## src/rtl/lfc_pkg.sv

```systemverilog
package lfc_pkg;
    typedef enum logic {
        FC_GO   = 1'b0,
        FC_STOP = 1'b1
    } fc_state_e;
endpackage

```

## src/rtl/lfc_delay_line.sv

```systemverilog
// Fixed-latency register pipeline modelling a link wire of DELAY cycles.
module lfc_delay_line #(
    parameter int unsigned W     = 1,
    parameter int unsigned DELAY = 1,
    parameter logic [W-1:0] RST_VAL = '0
) (
    input  logic         clk,
    input  logic         rst_n,
    input  logic [W-1:0] d,
    output logic [W-1:0] q
);
    generate
        if (DELAY == 0) begin : g_wire
            assign q = d;
        end else begin : g_pipe
            logic [W-1:0] stage [DELAY];
            always_ff @(posedge clk or negedge rst_n) begin
                if (!rst_n) begin
                    for (int i = 0; i < DELAY; i++) stage[i] <= RST_VAL;
                end else begin
                    stage[0] <= d;
                    for (int i = 1; i < DELAY; i++) stage[i] <= stage[i-1];
                end
            end
            assign q = stage[DELAY-1];
        end
    endgenerate
endmodule

```

## src/rtl/lfc_fifo.sv

```systemverilog
// Receive queue: one push and one pop per edge, sticky overflow flag.
module lfc_fifo #(
    parameter int unsigned W     = 8,
    parameter int unsigned DEPTH = 16,
    parameter int unsigned CW    = $clog2(DEPTH + 1)
) (
    input  logic          clk,
    input  logic          rst_n,
    input  logic          push,
    input  logic [W-1:0]  push_data,
    input  logic          pop,
    output logic [W-1:0]  head,
    output logic [CW-1:0] count,
    output logic [CW-1:0] count_next,
    output logic          empty,
    output logic          ovf
);
    localparam int unsigned AW = (DEPTH > 1) ? $clog2(DEPTH) : 1;
    localparam logic [CW-1:0] FULL_CNT = CW'(DEPTH);
    localparam logic [AW-1:0] LAST_IDX = AW'(DEPTH - 1);

    logic [W-1:0]  mem [DEPTH];
    logic [AW-1:0] wr_ptr, rd_ptr;
    logic          full, do_push, do_pop;

    assign full    = (count == FULL_CNT);
    assign empty   = (count == '0);
    assign do_pop  = pop && !empty;
    assign do_push = push && (!full || do_pop);
    assign head    = mem[rd_ptr];

    always_comb begin
        count_next = count;
        if (do_push && !do_pop) count_next = count + 1'b1;
        else if (do_pop && !do_push) count_next = count - 1'b1;
    end

    always_ff @(posedge clk) begin
        if (do_push) mem[wr_ptr] <= push_data;
    end

    always_ff @(posedge clk or negedge rst_n) begin
        if (!rst_n) begin
            wr_ptr <= '0;
            rd_ptr <= '0;
            count  <= '0;
            ovf    <= 1'b0;
        end else begin
            count <= count_next;
            if (do_push) wr_ptr <= (wr_ptr == LAST_IDX) ? '0 : wr_ptr + 1'b1;
            if (do_pop)  rd_ptr <= (rd_ptr == LAST_IDX) ? '0 : rd_ptr + 1'b1;
            if (push && full && !do_pop) ovf <= 1'b1;
        end
    end
endmodule

```

## src/rtl/lfc_hyst_fsm.sv

```systemverilog
// Two-threshold hysteresis on FIFO occupancy producing the Stop/Go bit.
module lfc_hyst_fsm
    import lfc_pkg::*;
#(
    parameter int unsigned CW      = 5,
    parameter int unsigned STOP_TH = 10,
    parameter int unsigned GO_TH   = 4
) (
    input  logic          clk,
    input  logic          rst_n,
    input  logic [CW-1:0] occ_next,
    output logic          stop_bit
);
    localparam logic [CW-1:0] STOP_V = CW'(STOP_TH);
    localparam logic [CW-1:0] GO_V   = CW'(GO_TH);

    fc_state_e state_q, state_d;

    always_ff @(posedge clk or negedge rst_n) begin
        if (!rst_n) state_q <= FC_GO;
        else        state_q <= state_d;
    end

    always_comb begin
        state_d  = state_q;
        stop_bit = 1'b0;
        unique case (state_q)
            FC_GO: begin
                stop_bit = 1'b0;
                if (occ_next >= STOP_V) state_d = FC_STOP;
            end
            FC_STOP: begin
                stop_bit = 1'b1;
                if (occ_next <= GO_V) state_d = FC_GO;
            end
        endcase
    end
endmodule

```

## src/rtl/lfc_sender.sv

```systemverilog
// Sender port: launches a packet only while the observed bit reads Go.
module lfc_sender #(
    parameter int unsigned W = 8
) (
    input  logic         src_valid,
    input  logic [W-1:0] src_data,
    input  logic         stop_seen,
    output logic         src_ready,
    output logic         launch_valid,
    output logic [W-1:0] launch_data
);
    assign src_ready    = !stop_seen;
    assign launch_valid = src_valid && src_ready;
    assign launch_data  = src_data;
endmodule

```

## src/rtl/lfc_link.sv

```systemverilog
module lfc_link #(
    parameter int unsigned W          = 8,
    parameter int unsigned DEPTH      = 16,
    parameter int unsigned LINK_DELAY = 3,
    parameter int unsigned STOP_TH    = 10,
    parameter int unsigned GO_TH      = 4,
    localparam int unsigned CW        = $clog2(DEPTH + 1)
) (
    input  logic          clk,
    input  logic          rst_n,
    input  logic          src_valid,
    input  logic [W-1:0]  src_data,
    output logic          src_ready,
    input  logic          drain_en,
    output logic          dst_valid,
    output logic [W-1:0]  dst_data,
    output logic [CW-1:0] occupancy,
    output logic          rx_stop,
    output logic          overflow_err
);
    generate
        if (STOP_TH + 2 * LINK_DELAY > DEPTH) begin : g_bad_headroom
            $error("lfc_link: STOP_TH leaves too little headroom for the link delay");
        end
        if (GO_TH >= STOP_TH) begin : g_bad_band
            $error("lfc_link: GO_TH must be below STOP_TH");
        end
    endgenerate

    logic         stop_seen, launch_valid;
    logic [W-1:0] launch_data;
    logic [W:0]   wire_in, wire_out;
    logic [CW-1:0] occ_next;
    logic          fifo_empty;

    lfc_sender #(.W(W)) u_tx (
        .src_valid   (src_valid),
        .src_data    (src_data),
        .stop_seen   (stop_seen),
        .src_ready   (src_ready),
        .launch_valid(launch_valid),
        .launch_data (launch_data)
    );

    assign wire_in = {launch_valid, launch_data};

    lfc_delay_line #(.W(W + 1), .DELAY(LINK_DELAY), .RST_VAL('0)) u_data_wire (
        .clk(clk), .rst_n(rst_n), .d(wire_in), .q(wire_out)
    );

    lfc_fifo #(.W(W), .DEPTH(DEPTH), .CW(CW)) u_rxq (
        .clk       (clk),
        .rst_n     (rst_n),
        .push      (wire_out[W]),
        .push_data (wire_out[W-1:0]),
        .pop       (drain_en),
        .head      (dst_data),
        .count     (occupancy),
        .count_next(occ_next),
        .empty     (fifo_empty),
        .ovf       (overflow_err)
    );

    lfc_hyst_fsm #(.CW(CW), .STOP_TH(STOP_TH), .GO_TH(GO_TH)) u_ctl (
        .clk(clk), .rst_n(rst_n), .occ_next(occ_next), .stop_bit(rx_stop)
    );

    lfc_delay_line #(.W(1), .DELAY(LINK_DELAY), .RST_VAL(1'b0)) u_ctl_wire (
        .clk(clk), .rst_n(rst_n), .d(rx_stop), .q(stop_seen)
    );

    assign dst_valid = !fifo_empty;
endmodule

```

## config.mk

```make
export PLATFORM = sky130hd
export DESIGN_NAME = lfc_link
export DESIGN_NICKNAME = d
export VERILOG_FILES = /design/src/rtl/lfc_pkg.sv /design/src/rtl/lfc_delay_line.sv /design/src/rtl/lfc_fifo.sv /design/src/rtl/lfc_hyst_fsm.sv /design/src/rtl/lfc_sender.sv /design/src/rtl/lfc_link.sv
export SDC_FILE = /design/constraint.sdc
export NUM_CORES = 1
export LEC_CHECK = 0
export BUFFER_PORTS_ARGS = -buffer_cell sky130_fd_sc_hd__buf_2
export CAP_MARGIN = 0
export CORE_MARGIN = 5
export CORE_UTILIZATION = 49
export CTS_BUF_LIST = sky130_fd_sc_hd__clkbuf_8
export CTS_CLUSTER_DIAMETER = 80
export DETAILED_ROUTE_END_ITERATION = 10
export GPL_TIMING_DRIVEN = 0
export PLACE_DENSITY = 0.68
export SLEW_MARGIN = 15
export SYNTH_ARGS = -nofsm -noshare
export SYNTH_HDL_FRONTEND = slang
export SYNTH_HIERARCHICAL = 1
export SYNTH_SLANG_ARGS = --single-unit
```

## constraint.sdc

```tcl
create_clock -name clk -period 2.1 [get_ports clk]
set_clock_uncertainty 0.1 [all_clocks]
set_input_delay 0.21 -clock clk [delete_from_list [all_inputs] [get_ports clk]]
set_output_delay 0.21 -clock clk [all_outputs]
set_load 0.02 [all_outputs]
```

## Word level (Yosys, flattened, before mapping)

Memories as Yosys holds them, arrays and structs flattened.
Index checks and enable logic that the tools add are counted.

| cells by class | value |
|---|---|
| bitwise logic cells | 1 |
| equality and inequality tests | 3 |
| $lt $le $gt $ge | 2 |
| reductions and logical operators | 14 |
| add/subtract/negate cells | 4 |
| muxes and demuxes | 10 |

Operators by type and width:

| kind | count |
|---|---|
| $mux 5 | 2 |
| $add 4x1->4 const B | 2 |
| $eq 4x4->1 const B | 2 |
| $mux 4 | 2 |
| $logic_and 1x1->1 | 7 |
| $add 5x1->5 const B | 1 |
| $eq 5x5->1 const B | 1 |
| $ge 5x4->1 const B | 1 |
| $le 5x3->1 const B | 1 |
| $logic_not 1->1 | 5 |
| $logic_not 5->1 | 1 |
| $sub 5x1->5 const B | 1 |
| $mux 1 | 4 |
| $pmux 1 s2 | 2 |
| $logic_or 1x1->1 | 1 |
| $not 1->1 | 1 |

| word-level totals | value |
|---|---|
| RAM bits | 128 |
| word-level logic and storage cells | 46 |
| memories kept | 1 |
| input bits | 12 |
| register bits | 45 |

Memory list:

| memory | depth | width | rd ports | clocked after Yosys merged registers in | wr ports | line | RTL |
|---|---|---|---|---|---|---|---|
| u_rxq.mem | 16 | 8 | 1 | 0 | 1 | lfc_fifo.sv:22 | `logic [W-1:0] mem [DEPTH];` |

## Depth between registers and ports, before layout

Gate-level depths: netlist of the first run.

| depth | value |
|---|---|
| word-level depth | 12 |
| mapped depth | 9 |
| depth with buffers taken out | 8 |

## Modules after synthesis

The synthesis of the first run kept the hierarchy.

By module, submodules not included:

| module | instances | cells an instance | area an instance (um^2) |
|---|---|---|---|
| lfc_fifo | 1 | 327 | 5835.6 |
| lfc_delay_line at u_data_wire | 1 | 36 | 743.2 |
| lfc_delay_line at u_ctl_wire | 1 | 3 | 75.1 |
| lfc_sender | 1 | 10 | 70.1 |
| lfc_hyst_fsm | 1 | 5 | 52.6 |
| lfc_link | 1 | 1 | 3.8 |

## Worst setup path after synthesis of the first run

Ideal clock, no wire load.

| timing | value |
|---|---|
| path kind | reg-to-reg |
| start | reg u_rxq.count[0] |
| end | mem u_rxq.mem[3][0], enable pin |
| data required time | 1617 ps |
| arrival | 1968 ps |
| clock period less this slack | 2451 ps |
| cell stages (with the launch flop) | 7 |
| slack | -351 ps |
| cell sequence | dfrtp_1 > inv_1 > ha_1 > or3b_4 > o21a_1 > nand2_1 > nor3_1 |

| between the ends | value |
|---|---|
| cells in the longest elaborated chain, start to end | 7 |

Ends and longest elaborated chain:

| item | line | RTL |
|---|---|---|
| start, declared | lfc_fifo.sv:13 | `output logic [CW-1:0] count,` |
| start signal, assigned | lfc_fifo.sv:49 | `count <= count_next;` |
| $logic_not 5->1 | lfc_fifo.sv:27 | `assign empty = (count == '0);` |
| $logic_not 1->1 | lfc_fifo.sv:28 | `assign do_pop = pop && !empty;` |
| $logic_and 1x1->1 | lfc_fifo.sv:28 |  |
| $logic_or 1x1->1 * | lfc_fifo.sv:29 | `assign do_push = push && (!full \|\| do_pop);` |
| $logic_and 1x1->1 * | lfc_fifo.sv:29 |  |
| $mux 1 * | lfc_fifo.sv:39 | `if (do_push) mem[wr_ptr] <= push_data;` |
| $mux 1 (implied by the code) * | lfc_fifo.sv:39 |  |
| end, declared | lfc_fifo.sv:22 |  |

Mark *: on every way between the ends. The rest lies on a longest branch, timed or not.

## Worst setup path in the final report of the first run

| timing | value |
|---|---|
| start | reg u_rxq.rd_ptr[0] |
| end | out dst_data[6] |

| between the ends | value |
|---|---|
| cells in the longest elaborated chain, start to end | 1 |

Ends and longest elaborated chain:

| item | line | RTL |
|---|---|---|
| start, declared | lfc_fifo.sv:23 | `logic [AW-1:0] wr_ptr, rd_ptr;` |
| start signal, assigned | lfc_fifo.sv:51 | `if (do_pop) rd_ptr <= (rd_ptr == LAST_IDX) ? '0 : rd_ptr + 1'b1;` |
| $mem_v2 16x8 | - |  |
| end, declared | lfc_link.sv:16 | `output logic [W-1:0] dst_data,` |

Every way passes these cells.

==> flow_summary.ini, run 1 <==
[run_status]
status = finished with violations
violations = negative setup slack

[clock_network]
ctsRootBufferMaster = clkbuf_8
cts_inserted_buffers = 17
cts.sinks = 173
clk_pin_slew_ps = 90
clk_path_buf_depth = 2
cts_tree = yes
clk_latency_ps = 460
h-tree-depth = 4

[routing]
first_iter_violations = 415
wire_per_inst_um = 20.8
vias = 3629
avgViaCountPerCell = 5.56
drc = 0
final_antenna_net_count = 0
drt_first_pass_iters = 5
drt_wl_total_um = 13600

[min_path]
hold_depth = 4
min_from = drain_en
holdPathEnd = u_rxq/ovf
hold_class = input pin to flop

[die]
die_area_sq_um = 16300
num_rows = 43
ios = 29
die_h_um = 128
die_width_um = 128
start_util = 0.494
core-area_sq_um = 13700

[layout]
utilization = 0.610
num_antenna_cells = 0
nets = 480
n_fill_cell = 984
area.growth.synth_to_final_pct = 23.5
drive_above_1_share = 0.406
layout_common_cells = edfxtp_1 (128), dfrtp_1 (41), buf_4 (37)
final_common_cell = edfxtp_1

[setup_path]
worstPathMaxFanout = 5
r2r_start = u_rxq/count[1]
path_delay_family = multiplexers
critPathLaunchType = flop
worstPathRequired_ps = 1790
critical-path-max-stage-delay_ps = 500
cp_slowest_cell = mux4_2
r2r_slack_ps = -140
r2r_cells = 10
r2r-end = u_ctl/state_q
crit_arrival_ps = 2180
end_kind = output pin
crit_chain = buf_12 -> buf_4 -> mux4_2 -> a32oi_1 -> o21ai_1 -> buf_2
path_buf_inv = 3
critPathKind = flop to output pin

[pwr]
p_leak_nw = 3.00
p_int_mw = 6.97
swShare = 0.336
p_switching_mw = 3.52
clkPwrFrac = 0.224
vdd_ir_drop_max_mv = 0.756
p_comb_frac = 0.378
seq_power_share = 0.398
p_per_area_nw_per_um2 = 1250

[global_routing]
grt_pass1_wl_um = 21200
grt.total_usage = 0.178
grt.overflow.total = 0
antenna_found_initial = 0
grt_max_degree = 46
grt_pass1_vias = 3847

[synthesis]
synth-seq-cells = 173
ys_types = 42
syn_area_sq_um = 6780
ys.warnings.count = 6
syn_nets = 401
post_synth.cell_area_avg_sq_um = 17.7
synthCells = 382
ys_seq_area_frac = 0.733

[place]
place_hpwl_um = 8180
dp_worst_setup_slack_ps = -449
place.gp.congestion = 0.797
port_buffers = 20

[sta]
post-route-period-util = 1.18
relSlewSlack = 0.369
hold_viol_final = 0
rsz0062_at_grt = yes
finalMaxSlewViolations = 0
finalSetupViolCount = 90
finalSetupTns_ps = -5710
fin_crit_ps = 2490
tightest_slew_ps = 947
fin_ws_ps = -388
clock.fmax_ghz = 0.402
hold_ws_ps = 177

[job]
max_cap_violations = 0
==> through the flow <==
step | total power, mW | cells | cell area (sq um)
3_3_place_gp | 7.23 | 582 | 7140
4_1_cts | 10.3 | 645 | 8210
6_report | 10.5 | 653 | 8370
3_5_place_dp | 7.28 | 582 | 7140
2_1_floorplan | 6.39 | 382 | 6820
5_1_grt | 11.0 | 653 | 8370
==> sequential cells by signal, summed over array words and instances (netlist names) <==
register	flops
u_ctl_wire/g_pipe.stage	2
u_ctl_wire/q	1
u_rxq/ovf	1
u_rxq/count	5
u_rxq/rd_ptr	4
u_ctl/state_q	1
u_rxq/wr_ptr	4
u_data_wire/g_pipe.stage	18
u_data_wire/q	9
u_rxq/mem	128
==> cells in the mapped netlist <==
cell type | number | area share
edfxtp_1 | 128 | 0.57
mux4_2 | 24 | 0.080
mux2_2 | 2 | 0.0033
a22oi_1 | 8 | 0.0089
buf_4 | 20 | 0.022
a2bb2oi_1 | 1 | 0.0013
ha_1 | 7 | 0.013
buf_1 | 2 | 0.0011
a21o_1 | 1 | 0.0011
a32oi_1 | 9 | 0.012
o21a_4 | 1 | 0.0022
o211ai_2 | 1 | 0.0018
o41ai_1 | 1 | 0.0013
xor2_1 | 1 | 0.0013
dfrtp_1 | 45 | 0.17
nand4_1 | 1 | 0.00092
buf_2 | 5 | 0.0037
a21oi_1 | 3 | 0.0022
nor3b_1 | 1 | 0.0011
buf_6 | 2 | 0.0033
o21a_1 | 1 | 0.0011
o21ai_1 | 7 | 0.0052
o21ai_0 | 9 | 0.0066
and2_1 | 2 | 0.0018
a31oi_1 | 3 | 0.0028
nand3_1 | 2 | 0.0015
or3b_4 | 1 | 0.0017
o211ai_1 | 1 | 0.0011
nor2b_1 | 2 | 0.0018
o22ai_1 | 1 | 0.00092
nand2b_1 | 3 | 0.0028
nor2_1 | 19 | 0.011
nand2_1 | 12 | 0.0066
inv_1 | 9 | 0.0050
a211o_1 | 1 | 0.0013
o31ai_1 | 3 | 0.0033
nor4_1 | 1 | 0.00092
nor3_1 | 5 | 0.0037
xnor2_1 | 5 | 0.0065
clkbuf_1 | 5 | 0.0028
clkbuf_2 | 1 | 0.00074
mux2i_1 | 26 | 0.038
==> what timing repair did <==
item	in CTS	in global routing
setup buffers	25	11
endpoints found under the hold margin	54	0
hold buffers	10	0
endpoints found under the setup margin	138	93
resized for setup	73	25
pin swaps	15	16
==> worst min-delay path: stages <==
cell and delay (ps):
buf_2 110, nand2b_1 180, buf_4 140, o31ai_1 60
==> routing by layer <==
layer  up-vias  share of wire  global-route usage
met3        21          0.055              0.0543
met2       121           0.52               0.299
met1      1868           0.40               0.222
met5         -              0                   0
met4         0          0.020              0.0599
li1       1619              -                   -
==> power by group through the flow <==
stage          Clock, mW  Combinational [mW]  Sequential, mW
4_1_cts             2.39                3.78            4.14
6_report            2.35                3.96            4.18
3_3_place_gp           0                3.06            4.16
3_5_place_dp           0                3.11            4.17
5_1_grt             2.56                4.25            4.21
2_1_floorplan          0                2.20            4.19
==> worst max-delay path by stage <==
stage | from | cells after the start | end | slack, ps
2_1_floorplan | u_rxq/count[0] | 6 | u_rxq/mem[4][0] | -10
3_3_place_gp | u_rxq/count[0] | 6 | u_rxq/mem[5][3] | -400
3_5_place_dp | u_rxq/count[0] | 6 | u_rxq/mem[4][3] | -450
4_1_cts | u_rxq/rd_ptr[0] | 6 | dst_data[2] | -420
5_1_grt | u_rxq/rd_ptr[0] | 5 | dst_data[7] | -500
6_report | u_rxq/rd_ptr[0] | 6 | dst_data[6] | -390
==> final cells by class <==
cell class              instances  area [sq um]  area share
inverters                       9          33.8     0.00404
plain buffers                  32           273      0.0326
well taps                     180           225      0.0269
flip-flops and latches        173          4970       0.594
clock buffers                  19           262      0.0312
clock inverters                12           146      0.0175
repair buffers                 63           566      0.0676
multi-input cells             165          1890       0.226
==> kinds of logic (layout without fill, tap and decap cells) <==
| logic type | after synthesis | count (layout) | synth area share |
|---|---|---|---|
| AO/OA/AOI/OAI | 51 | 51 | 0.0528 |
| XOR/XNOR | 6 | 6 | 0.00775 |
| adder cells (fa/ha/maj) | 7 | 7 | 0.0129 |
| buffers and inverters | 44 | 135 | 0.0388 |
| flip-flops | 173 | 173 | 0.733 |
| multiplexers | 52 | 52 | 0.121 |
| AND/OR/NAND/NOR | 49 | 49 | 0.0334 |
No activity file was read; power rests on OpenSTA's default activity.
==> run 2: changes to the inputs <==
--- a/config.mk
+++ b/config.mk
@@ -7,13 +7,15 @@
 export LEC_CHECK = 0
 export BUFFER_PORTS_ARGS = -buffer_cell sky130_fd_sc_hd__buf_2
 export CAP_MARGIN = 0
+export CELL_PAD_IN_SITES_DETAIL_PLACEMENT = 1
+export CELL_PAD_IN_SITES_GLOBAL_PLACEMENT = 2
 export CORE_MARGIN = 5
-export CORE_UTILIZATION = 49
+export CORE_UTILIZATION = 44
 export CTS_BUF_LIST = sky130_fd_sc_hd__clkbuf_8
 export CTS_CLUSTER_DIAMETER = 80
 export DETAILED_ROUTE_END_ITERATION = 10
 export GPL_TIMING_DRIVEN = 0
-export PLACE_DENSITY = 0.68
+export PLACE_DENSITY_LB_ADDON = 0.1
 export SLEW_MARGIN = 15
 export SYNTH_ARGS = -nofsm -noshare
 export SYNTH_HDL_FRONTEND = slang
==> flow_summary.ini, run 2 (same netlist as run 1, synthesis figures left out) <==
[die]
ios = 29
core-area_sq_um = 15100
die_width_um = 134
num_rows = 45
die_h_um = 134
start_util = 0.448
die_area_sq_um = 18000

[setup_path]
path_buf_inv = 3
cp_slowest_cell = mux4_2
path_common_cell = buf_12
critPathLaunchType = flop
crit_arrival_ps = 2130
path_delay_family = multiplexers
end_kind = output pin
worstPathMaxFanout = 8
crit_chain = buf_12 -> buf_12 -> mux4_2 -> a32oi_1 -> o21ai_1 -> buf_4
worstPathRequired_ps = 1790
critical-path-max-stage-delay_ps = 540
critPathKind = flop to output pin

[run_status]
status = finished with violations
violations = negative setup slack

[routing]
drt_wl_total_um = 14900
first_iter_violations = 219
drc = 0
vias = 3563
wire_per_inst_um = 22.4
final_antenna_net_count = 0
avgViaCountPerCell = 5.38
drt_first_pass_iters = 4

[layout]
area.growth.synth_to_final_pct = 24.0
layout_common_cells = edfxtp_1 (128), buf_4 (43), dfrtp_1 (41)
top_register = u_rxq/mem
drive_above_1_share = 0.411
utilization = 0.555
fin_cells = 662
final_area_sq_um = 8410
num_antenna_cells = 0
n_fill_cell = 1364
largest_reg_flops = 128
final_common_cell = edfxtp_1
nets = 480

[place]
place_hpwl_um = 9370
place.gp.congestion = 0.700
placedCellCount = 590
port_buffers = 20
dpl_cell_area_sq_um = 7150

[pwr]
p_leak_nw = 2.98
vdd_ir_drop_max_mv = 0.697
p_per_area_nw_per_um2 = 1250

[clock_network]
cts_inserted_buffers = 17
clk_path_buf_depth = 2
clk_pin_slew_ps = 80
clk_latency_ps = 440
h-tree-depth = 4
cts.sinks = 173
ctsRootBufferMaster = clkbuf_8
cts_tree = yes

[sta]
clock.fmax_ghz = 0.410
fin_crit_ps = 2440
fin_ws_ps = -342
finalMaxSlewViolations = 0
finalSetupViolCount = 81
rsz0062_at_grt = yes
tightest_slew_ps = 982
post-route-period-util = 1.16
hold_viol_final = 0
relSlewSlack = 0.345

[global_routing]
grt_max_degree = 46
antenna_found_initial = 0
grt.total_usage = 0.177
grt.overflow.total = 0
grt_pass1_vias = 3896
grt_pass1_wl_um = 23300

[min_path]
hold_class = input pin to flop

[job]
max_cap_violations = 0
[run 2: cell types whose count changed in the layout (fill, tap and decap cells not counted), sizes merged]
cell and change:
clkinvlp +3, buf +2, bufinv -2, clkbuf +1
inv -3
[run 2: layer usage]
metal / track usage / share of wire
met1: 0.244 / 0.45
met2: 0.291 / 0.50
met3: 0.0281 / 0.034
met4: 0.0594 / 0.013
met5: 0 / 0
[run 2: repair_timing]
item,4_1_cts,5_1_grt
endpoints found under the hold margin,54,0
buffers inserted,28,10
hold buffers,10,0
resized for setup,83,12
pin swaps,20,10
endpoints found under the setup margin,139,106
[run 2: worst paths after layout]
path	startpoint	endpoint	slack [ps]	cells after the start
setup / recovery	u_rxq/rd_ptr[0]	dst_data[3]	-340	6
hold / removal	drain_en	u_rxq/ovf	120	3
setup reg to reg	u_rxq/count[0]	u_rxq/mem[12][1]	-100	9
hold reg to reg	u_data_wire/g_pipe.stage[25]	u_data_wire/g_pipe.stage[16]	250	0
max in group asynchronous	rst_n	u_rxq/rd_ptr[0]	870	2
min in group asynchronous	rst_n	u_rxq/count[1]	360	2
[run 2: report_power, final]
group          switching (mW)  leakage, nW  internal [mW]
Clock                    1.16        0.194           1.09
Combinational            2.20         1.11           1.87
Sequential              0.242         1.68           3.93
Total                    3.61         2.98           6.88
[run 2: through the flow]
step / setup TNS (ps) / hold slack [ps] / setup slack (ps) / power [mW]
2_1_floorplan: -798 / -186 / -14.8 / 6.39
6_report: -4610 / 118 / -342 / 10.5
3_3_place_gp: -46940 / 219 / -483 / 7.34
4_1_cts: -4620 / 73.8 / -390 / 10.4
3_5_place_dp: -50360 / 220 / -512 / 7.38
5_1_grt: -10490 / 138 / -445 / 11.0
[run 2: worst register-to-register path, delay by kind of cell (launching register included)]
kind	cells	cell delay (ps)
DFF	1	420
AOI/OAI and AO/OA	1	270
buffers and inverters	4	480
and+or+nand+nor	3	560
adders and majority gates	1	140
[run 2: layout make-up]
cell class / instances / area [sq um] / share of cell area
clock buffers: 22 / 303 / 0.0360
plain buffers: 32 / 275 / 0.0327
well taps: 188 / 235 / 0.0280
multi-input cells: 165 / 1910 / 0.227
inverters: 9 / 33.8 / 0.00402
repair buffers: 63 / 586 / 0.0697
clock inverters: 10 / 87.6 / 0.0104
flip-flops and latches: 173 / 4970 / 0.592
